### src/rtl/mdrop_rx_pkg.sv
package mdrop_rx_pkg;
   localparam int CHAR_W = 9;
   typedef logic [CHAR_W-1:0] rx_char_t;
   typedef enum logic [2:0] {FR_IDLE, FR_START, FR_DATA, FR_STOP, FR_BREAK} fr_state_e;
   typedef enum logic {DET_ARMED, DET_CAPTURE} det_state_e;
endpackage

### src/rtl/mdrop_rx_framer.sv
module mdrop_rx_framer
   import mdrop_rx_pkg::*;
#(
   parameter int OVS   = 16,
   parameter int SYNC  = 2
) (
   input  logic     clk,
   input  logic     rst_n,
   input  logic     clr,
   input  logic     tick,
   input  logic     rx_in,
   output logic     rx_line,
   output logic     busy,
   output logic     chr_valid,
   output logic     chr_ferr,
   output rx_char_t chr_data
);
   localparam int CW = $clog2(OVS);
   localparam logic [CW-1:0] LAST = CW'(OVS - 1);
   localparam logic [CW-1:0] HALF = CW'(OVS / 2 - 1);

   logic [SYNC-1:0] sync_q;
   fr_state_e       st;
   logic [CW-1:0]   cnt;
   logic [3:0]      bitn;
   rx_char_t        shreg;

   // synchronizer chain, depth chosen by parameter
   generate
      for (genvar i = 0; i < SYNC; i++) begin : g_sync
         always_ff @(posedge clk or negedge rst_n) begin
            if (!rst_n) sync_q[i] <= 1'b1;
            else if (i == 0) sync_q[i] <= rx_in;
            else sync_q[i] <= sync_q[(i == 0) ? 0 : i-1];
         end
      end
   endgenerate

   assign rx_line  = sync_q[SYNC-1];
   assign busy     = (st != FR_IDLE);
   assign chr_data = shreg;

   always_ff @(posedge clk or negedge rst_n) begin
      if (!rst_n) begin
         st <= FR_IDLE; cnt <= '0; bitn <= '0; shreg <= '0;
         chr_valid <= 1'b0; chr_ferr <= 1'b0;
      end else begin
         chr_valid <= 1'b0;
         chr_ferr  <= 1'b0;
         if (clr) begin
            st <= FR_IDLE; cnt <= '0; bitn <= '0;
         end else begin
            case (st)
               FR_IDLE: if (!rx_line) begin st <= FR_START; cnt <= '0; end
               FR_START: if (tick) begin
                  if (cnt == HALF) begin
                     cnt <= '0; bitn <= '0;
                     st  <= rx_line ? FR_IDLE : FR_DATA;
                  end else cnt <= cnt + 1'b1;
               end
               FR_DATA: if (tick) begin
                  if (cnt == LAST) begin
                     cnt   <= '0;
                     shreg <= {rx_line, shreg[CHAR_W-1:1]};
                     if (bitn == 4'(CHAR_W - 1)) st <= FR_STOP;
                     else bitn <= bitn + 1'b1;
                  end else cnt <= cnt + 1'b1;
               end
               FR_STOP: if (tick) begin
                  if (cnt == LAST) begin
                     cnt <= '0;
                     if (rx_line) begin chr_valid <= 1'b1; st <= FR_IDLE; end
                     else begin chr_ferr <= 1'b1; st <= FR_BREAK; end
                  end else cnt <= cnt + 1'b1;
               end
               FR_BREAK: if (rx_line) st <= FR_IDLE;
               default: st <= FR_IDLE;
            endcase
         end
      end
   end
endmodule

### src/rtl/mdrop_rx_detect.sv
module mdrop_rx_detect
   import mdrop_rx_pkg::*;
#(
   parameter int OVS       = 16,
   parameter int IDLE_BITS = 11
) (
   input  logic clk,
   input  logic rst_n,
   input  logic clr,
   input  logic tick,
   input  logic md_enable,
   input  logic auto_rearm,
   input  logic idle_clr,
   input  logic rx_line,
   input  logic busy,
   input  logic chr_valid,
   input  logic chr_flag,
   input  logic chr_ferr,
   input  logic fifo_full,
   output logic push,
   output logic armed,
   output logic idle_flag,
   output logic overrun,
   output logic frame_err
);
   localparam int LIMIT = OVS * IDLE_BITS;
   localparam int IW    = $clog2(LIMIT + 1);

   det_state_e    st;
   logic          pend;
   logic [IW-1:0] icnt;
   logic          idle_hit;

   assign push     = chr_valid && (!md_enable || st == DET_CAPTURE || chr_flag);
   assign armed    = (st == DET_ARMED);
   assign idle_hit = pend && tick && rx_line && !busy && (icnt == IW'(LIMIT - 1));

   always_ff @(posedge clk or negedge rst_n) begin
      if (!rst_n) begin
         st <= DET_ARMED; pend <= 1'b0; icnt <= '0;
         idle_flag <= 1'b0; overrun <= 1'b0; frame_err <= 1'b0;
      end else if (clr) begin
         st <= DET_ARMED; pend <= 1'b0; icnt <= '0;
         idle_flag <= 1'b0; overrun <= 1'b0; frame_err <= 1'b0;
      end else begin
         if (!md_enable) st <= DET_ARMED;
         else if (chr_valid && chr_flag) st <= DET_CAPTURE;
         else if (idle_hit && auto_rearm) st <= DET_ARMED;

         if (push) pend <= 1'b1;
         else if (idle_hit) pend <= 1'b0;

         if (push || !rx_line || busy) icnt <= '0;
         else if (pend && tick) icnt <= icnt + 1'b1;

         if (idle_hit) idle_flag <= 1'b1;
         else if (idle_clr) idle_flag <= 1'b0;

         if (push && fifo_full) overrun <= 1'b1;
         if (chr_ferr) frame_err <= 1'b1;
      end
   end
endmodule

### src/rtl/mdrop_rx_fifo.sv
module mdrop_rx_fifo #(
   parameter int W     = 9,
   parameter int DEPTH = 8
) (
   input  logic         clk,
   input  logic         rst_n,
   input  logic         clr,
   input  logic         push,
   input  logic [W-1:0] din,
   input  logic         pop,
   output logic [W-1:0] dout,
   output logic         empty,
   output logic         full
);
   localparam int AW = $clog2(DEPTH);

   logic [W-1:0] mem [DEPTH];
   logic [AW:0]  wptr, rptr;

   assign empty = (wptr == rptr);
   assign full  = (wptr[AW] != rptr[AW]) && (wptr[AW-1:0] == rptr[AW-1:0]);
   assign dout  = mem[rptr[AW-1:0]];

   always_ff @(posedge clk) begin
      if (push && !full && !clr) mem[wptr[AW-1:0]] <= din;
   end

   always_ff @(posedge clk or negedge rst_n) begin
      if (!rst_n) begin
         wptr <= '0; rptr <= '0;
      end else if (clr) begin
         wptr <= '0; rptr <= '0;
      end else begin
         if (push && !full) wptr <= wptr + 1'b1;
         if (pop && !empty) rptr <= rptr + 1'b1;
      end
   end
endmodule

### src/rtl/mdrop_rx.sv
module mdrop_rx
   import mdrop_rx_pkg::*;
#(
   parameter int OVS       = 16,
   parameter int SYNC      = 2,
   parameter int IDLE_BITS = 11,
   parameter int DEPTH     = 8
) (
   input  logic              clk,
   input  logic              rst_n,
   input  logic              sample_tick,
   input  logic              rx_in,
   input  logic              md_enable,
   input  logic              auto_rearm,
   input  logic              soft_reset,
   input  logic              idle_clr,
   input  logic              rd_en,
   output logic [CHAR_W-1:0] rd_data,
   output logic              rd_valid,
   output logic              addr_seen,
   output logic              idle_flag,
   output logic              overrun,
   output logic              frame_err
);
   initial begin
      if (OVS < 4 || (OVS % 2) != 0) $fatal(1, "OVS must be even and at least 4");
      if (SYNC < 2) $fatal(1, "SYNC must be at least 2");
      if (DEPTH < 2 || (DEPTH & (DEPTH - 1)) != 0) $fatal(1, "DEPTH must be a power of two");
      if (IDLE_BITS < 1) $fatal(1, "IDLE_BITS must be positive");
   end

   logic     rx_line, busy, chr_valid, chr_ferr;
   rx_char_t chr_data;
   logic     push, armed, fifo_full, fifo_empty;

   mdrop_rx_framer #(.OVS(OVS), .SYNC(SYNC)) u_framer (
      .clk(clk), .rst_n(rst_n), .clr(soft_reset), .tick(sample_tick), .rx_in(rx_in),
      .rx_line(rx_line), .busy(busy), .chr_valid(chr_valid), .chr_ferr(chr_ferr),
      .chr_data(chr_data)
   );

   mdrop_rx_detect #(.OVS(OVS), .IDLE_BITS(IDLE_BITS)) u_detect (
      .clk(clk), .rst_n(rst_n), .clr(soft_reset), .tick(sample_tick),
      .md_enable(md_enable), .auto_rearm(auto_rearm), .idle_clr(idle_clr),
      .rx_line(rx_line), .busy(busy), .chr_valid(chr_valid),
      .chr_flag(chr_data[CHAR_W-1]), .chr_ferr(chr_ferr), .fifo_full(fifo_full),
      .push(push), .armed(armed), .idle_flag(idle_flag), .overrun(overrun),
      .frame_err(frame_err)
   );

   mdrop_rx_fifo #(.W(CHAR_W), .DEPTH(DEPTH)) u_fifo (
      .clk(clk), .rst_n(rst_n), .clr(soft_reset), .push(push), .din(chr_data),
      .pop(rd_en), .dout(rd_data), .empty(fifo_empty), .full(fifo_full)
   );

   assign rd_valid  = !fifo_empty;
   assign addr_seen = !armed;
endmodule

### config.mk
export PLATFORM = sky130hd
export DESIGN_NAME = mdrop_rx
export DESIGN_NICKNAME = d
export VERILOG_FILES = /design/src/rtl/mdrop_rx_pkg.sv /design/src/rtl/mdrop_rx_framer.sv /design/src/rtl/mdrop_rx_detect.sv /design/src/rtl/mdrop_rx_fifo.sv /design/src/rtl/mdrop_rx.sv
export SDC_FILE = /design/constraint.sdc
export NUM_CORES = 1
export LEC_CHECK = 0
export BUFFER_PORTS_ARGS = -buffer_cell sky130_fd_sc_hd__buf_2
export CAP_MARGIN = 30
export CORE_MARGIN = 1
export CORE_UTILIZATION = 50
export CTS_BUF_LIST = sky130_fd_sc_hd__clkbuf_8
export CTS_CLUSTER_SIZE = 28
export DETAILED_ROUTE_END_ITERATION = 10
export PLACE_DENSITY = 0.74
export SYNTH_ARGS = -nofsm -noshare
export SYNTH_HDL_FRONTEND = slang
export SYNTH_SLANG_ARGS = --single-unit
### constraint.sdc
create_clock -name clk -period 4.56 [get_ports clk]
set_input_delay 0.228 -clock clk [delete_from_list [all_inputs] [get_ports clk]]
set_output_delay 0.228 -clock clk [all_outputs]
set_load 0.02 [all_outputs]
==> run_summary.xml <==
<?xml version="1.0" encoding="UTF-8"?>
<metrics>
  <group name="cells_and_area">
    <metric name="n_antenna_cell" unit="">0</metric>
    <metric name="area_growth" unit="%">14.08</metric>
    <metric name="final_layout_size_suffix_gt1_frac" unit="">0.2565</metric>
    <metric name="finish.net_count" unit="">388</metric>
  </group>
  <group name="floorplanning">
    <metric name="dieWidth" unit="um">102.5</metric>
    <metric name="chipHeight" unit="um">102.5</metric>
    <metric name="design.core.area" unit="um^2">9774</metric>
    <metric name="initial_utilization" unit="">0.5163</metric>
    <metric name="rows" unit="">36</metric>
    <metric name="io_pins" unit="">23</metric>
    <metric name="die-area" unit="um^2">10500</metric>
  </group>
  <group name="sta">
    <metric name="timing.max_slew.rel_slack" unit="">0.3252</metric>
    <metric name="setup_slack" unit="ns">1.915</metric>
    <metric name="fin_skew" unit="ns">0.01430</metric>
    <metric name="final.setup.tns" unit="ns">0</metric>
    <metric name="setup_viol_count_final" unit="">0</metric>
    <metric name="clock.fmax" unit="MHz">378.1</metric>
    <metric name="timing.final.crit_period" unit="ns">2.645</metric>
    <metric name="finalHoldViolations" unit="">0</metric>
    <metric name="rsz0062_at_grt" unit="">false</metric>
    <metric name="worstMarginPinSlew" unit="ns">1.004</metric>
    <metric name="layout_worst_path_cycle_share" unit="">0.5800</metric>
    <metric name="slew_violations" unit="">0</metric>
  </group>
  <group name="global_routing">
    <metric name="grt_remaining_overflow" unit="">0</metric>
    <metric name="antenna_found_initial" unit="">0</metric>
    <metric name="grt_pass1_wl" unit="um">15590</metric>
    <metric name="grt_max_degree" unit="">36</metric>
    <metric name="grtUsageTotal" unit="">0.2074</metric>
    <metric name="grt_pass1_vias" unit="">3046</metric>
  </group>
  <group name="critical_path">
    <metric name="timing_worst_setup_path_type" unit="">reg2reg</metric>
    <metric name="crit_arrival" unit="ns">2.68</metric>
    <metric name="endpoint_required_time_on_the_critical_path" unit="ns">4.60</metric>
    <metric name="setup.worst_path.start" unit="">u_fifo.rptr[2]</metric>
    <metric name="rr_startpoint" unit="">u_fifo.rptr[2]</metric>
    <metric name="cp-end-kind" unit="">flip-flop</metric>
    <metric name="crit-reg2reg-capture" unit="">u_fifo.mem[2][5]</metric>
    <metric name="reg2reg_depth" unit="">4</metric>
    <metric name="setup.reg_to_reg.worst_slack" unit="ns">1.92</metric>
    <metric name="startpoint_type" unit="">flip-flop</metric>
    <metric name="worstPathMaxFanout" unit="">14</metric>
  </group>
  <group name="place">
    <metric name="dp_worst_setup_slack" unit="ns">1.865</metric>
    <metric name="portBuffers" unit="">22</metric>
    <metric name="place.detailed.hpwl" unit="um">6350</metric>
    <metric name="place_congestion" unit="">0.8198</metric>
  </group>
  <group name="synth">
    <metric name="synth_area_per_cell" unit="um^2">14.97</metric>
    <metric name="async_flop_share" unit="">0.3846</metric>
    <metric name="synth_common_cells" unit="">sky130_fd_sc_hd__edfxtp_1 (72), sky130_fd_sc_hd__dfrtp_1 (43), sky130_fd_sc_hd__nor2_1 (25)</metric>
    <metric name="synthDominantAreaCellType" unit="">sky130_fd_sc_hd__edfxtp_1</metric>
    <metric name="synth_top_cell_area_share" unit="">0.4285</metric>
    <metric name="yosysUniqueCellTypes" unit="">54</metric>
    <metric name="yosysMostFrequentCell" unit="">sky130_fd_sc_hd__edfxtp_1</metric>
    <metric name="yosys-top-cells-area" unit="">sky130_fd_sc_hd__edfxtp_1 (43%), sky130_fd_sc_hd__dfrtp_1 (21%), sky130_fd_sc_hd__mux4_2 (8.0%), sky130_fd_sc_hd__mux2_2 (2.2%), sky130_fd_sc_hd__mux2_1 (2.0%)</metric>
    <metric name="synth.net_count" unit="">352</metric>
    <metric name="synth-edff-count" unit="">72</metric>
    <metric name="syn_area" unit="um^2">5046</metric>
    <metric name="seq_area_frac_synth" unit="">0.6521</metric>
    <metric name="yosys_warns" unit="">0</metric>
    <metric name="synth_flop_cell" unit="">sky130_fd_sc_hd__edfxtp_1</metric>
    <metric name="syn_inst" unit="">337</metric>
    <metric name="ys_ff_latch" unit="">117</metric>
  </group>
  <group name="power_and_ir_drop">
    <metric name="power-per-cell-area" unit="nW/um^2">357.3</metric>
    <metric name="cellInternalPower" unit="mW">1.610</metric>
    <metric name="power.ir.vdd_worst" unit="mV">0.2613</metric>
    <metric name="sequentialPowerShare" unit="">0.547</metric>
    <metric name="leakagePower" unit="nW">2.385</metric>
    <metric name="clock_power_share" unit="">0.435</metric>
    <metric name="sw_frac_of_total" unit="">0.2172</metric>
    <metric name="comb_power_share" unit="">0.018</metric>
    <metric name="power.net_switching" unit="mW">0.4466</metric>
  </group>
  <group name="clock_network">
    <metric name="clkSinkCount" unit="">117</metric>
    <metric name="post-cts-setup-buffer-count" unit="">0</metric>
    <metric name="htreeDepth" unit="">4</metric>
    <metric name="worst_skew_pair.late_latency" unit="ns">0.42</metric>
    <metric name="ctsHoldBuffers" unit="">2</metric>
    <metric name="clock_tree.root_cell" unit="">sky130_fd_sc_hd__clkbuf_8</metric>
    <metric name="cts_tree" unit="">done</metric>
    <metric name="cts-buffers-inserted" unit="">17</metric>
    <metric name="cts_buffer_depth" unit="">2</metric>
    <metric name="cts_resized" unit="">0</metric>
    <metric name="clk_pin_slew_worst_paths" unit="ns">0.07</metric>
  </group>
  <group name="worst_hold_path">
    <metric name="min_from" unit="">md_enable</metric>
    <metric name="worst_hold_path.num_cells" unit="">3</metric>
    <metric name="timing.hold.worst_endpoint" unit="">u_detect.st</metric>
    <metric name="min_path_type" unit="">in2reg</metric>
  </group>
  <group name="routing">
    <metric name="drc" unit="">0</metric>
    <metric name="drt_iter0_drc" unit="">172</metric>
    <metric name="drt-pass1-iter-count" unit="">4</metric>
    <metric name="postRouteWirelength" unit="um">9607</metric>
    <metric name="wl_cell" unit="um">18.51</metric>
    <metric name="via_per_inst" unit="">5.723</metric>
    <metric name="route.antenna.remaining_nets" unit="">0</metric>
    <metric name="num_vias" unit="">2970</metric>
  </group>
  <group name="run">
    <metric name="max-cap-violations" unit="">0</metric>
  </group>
  <group name="status">
    <metric name="outcome" unit="">complete, no violations</metric>
  </group>
</metrics>
==> sequential cells by signal, summed over array words and instances (netlist names), 3 cells and up <==
signal,count
u_detect.icnt,8
u_fifo.mem,72
u_fifo.rptr,4
u_fifo.wptr,4
u_framer.bitn,4
u_framer.chr_data,9
u_framer.cnt,4
u_framer.st,3
==> logic make-up (layout without fill, tap and decap cells) <==
group | after synthesis | after routing | synth area share
compound gates | 39 | 39 | 0.05182
fa+ha+maj | 6 | 6 | 0.01488
mux | 39 | 39 | 0.1267
buf+inv | 22 | 71 | 0.01860
flops | 117 | 117 | 0.6521
xor+xnor | 17 | 17 | 0.02951
simple gates | 97 | 97 | 0.1064
==> layer usage <==
layer	track usage	vias up	part of all wire
met3	0.04925	6	0.034
met2	0.3441	54	0.52
met4	0.08242	0	0.0073
met5	0	-	0
li1	-	1371	-
met1	0.2644	1539	0.44
==> critical path: stages (launching register included) <==
cell	delay (ns)
sky130_fd_sc_hd__dfrtp_1	0.75
sky130_fd_sc_hd__xnor2_1	0.20
sky130_fd_sc_hd__nand4_1	0.18
sky130_fd_sc_hd__nand2_1	0.25
sky130_fd_sc_hd__nor4b_2	0.89
==> cell type report <==
class | count | area [um^2]
Timing Repair Buffer | 31 | 195.2
Tap cell | 133 | 166.4
Sequential cell | 117 | 3291
Inverter | 8 | 30.03
Clock buffer | 17 | 234.0
Fill cell | 747 | 4018
Multi-Input combinational cell | 198 | 1699
Clock inverter | 15 | 141.4
==> placed cells by master, fill, tap and decap left out, drive strengths merged, types with 3 or more instances in the layout <==
master	synthesis	routed
edfxtp	72	72
dfrtp	43	43
buf	10	29
nor2	25	25
mux2	19	19
mux4	18	18
clkbuf	4	17
nand3	14	14
nand2	13	13
a21oi	13	13
inv	8	11
xnor2	9	9
o21ai	9	9
xor2	8	8
nor4	7	7
clkinv	0	7
nand4	6	6
ha	6	6
and2	3	3
nand2b	3	3
and3	3	3
or3	3	3
or4	3	3
clkinvlp	0	3
nor4b	3	3
or2	3	3
nor3b	3	3
==> per-stage QoR <==
stage,cell area (um^2),hold slack (ns),power (mW),instances,util
after global routing,5757,0.04612,2.124,519,0.5890
after global placement,5311,0.3352,1.180,480,0.5434
after floorplan,5046,-0.06759,1.165,337,-
after CTS,5742,0.02494,2.070,517,0.5874
final,5757,0.04346,2.057,519,0.5890
after detailed placement,5346,0.1171,1.183,483,0.5470
==> how the worst max path moves through the flow <==
stage,endpoint,cells after the start
2_1_floorplan,u_fifo.mem[2][0],5
4_1_cts,u_fifo.mem[3][0],4
6_report,u_fifo.mem[2][5],4
3_5_place_dp,u_fifo.mem[3][1],5
5_1_grt,u_fifo.mem[0][8],4
3_3_place_gp,u_fifo.mem[4][3],4
==> power by group through the flow <==
stage	combinational, mW	sequential (mW)	clock, mW
6_report	0.0380	1.12	0.895
5_1_grt	0.0440	1.12	0.956
4_1_cts	0.0390	1.12	0.907
3_5_place_dp	0.0375	1.15	0
3_3_place_gp	0.0346	1.15	0
2_1_floorplan	0.0215	1.14	0
No activity file was read; power rests on OpenSTA's default activity.
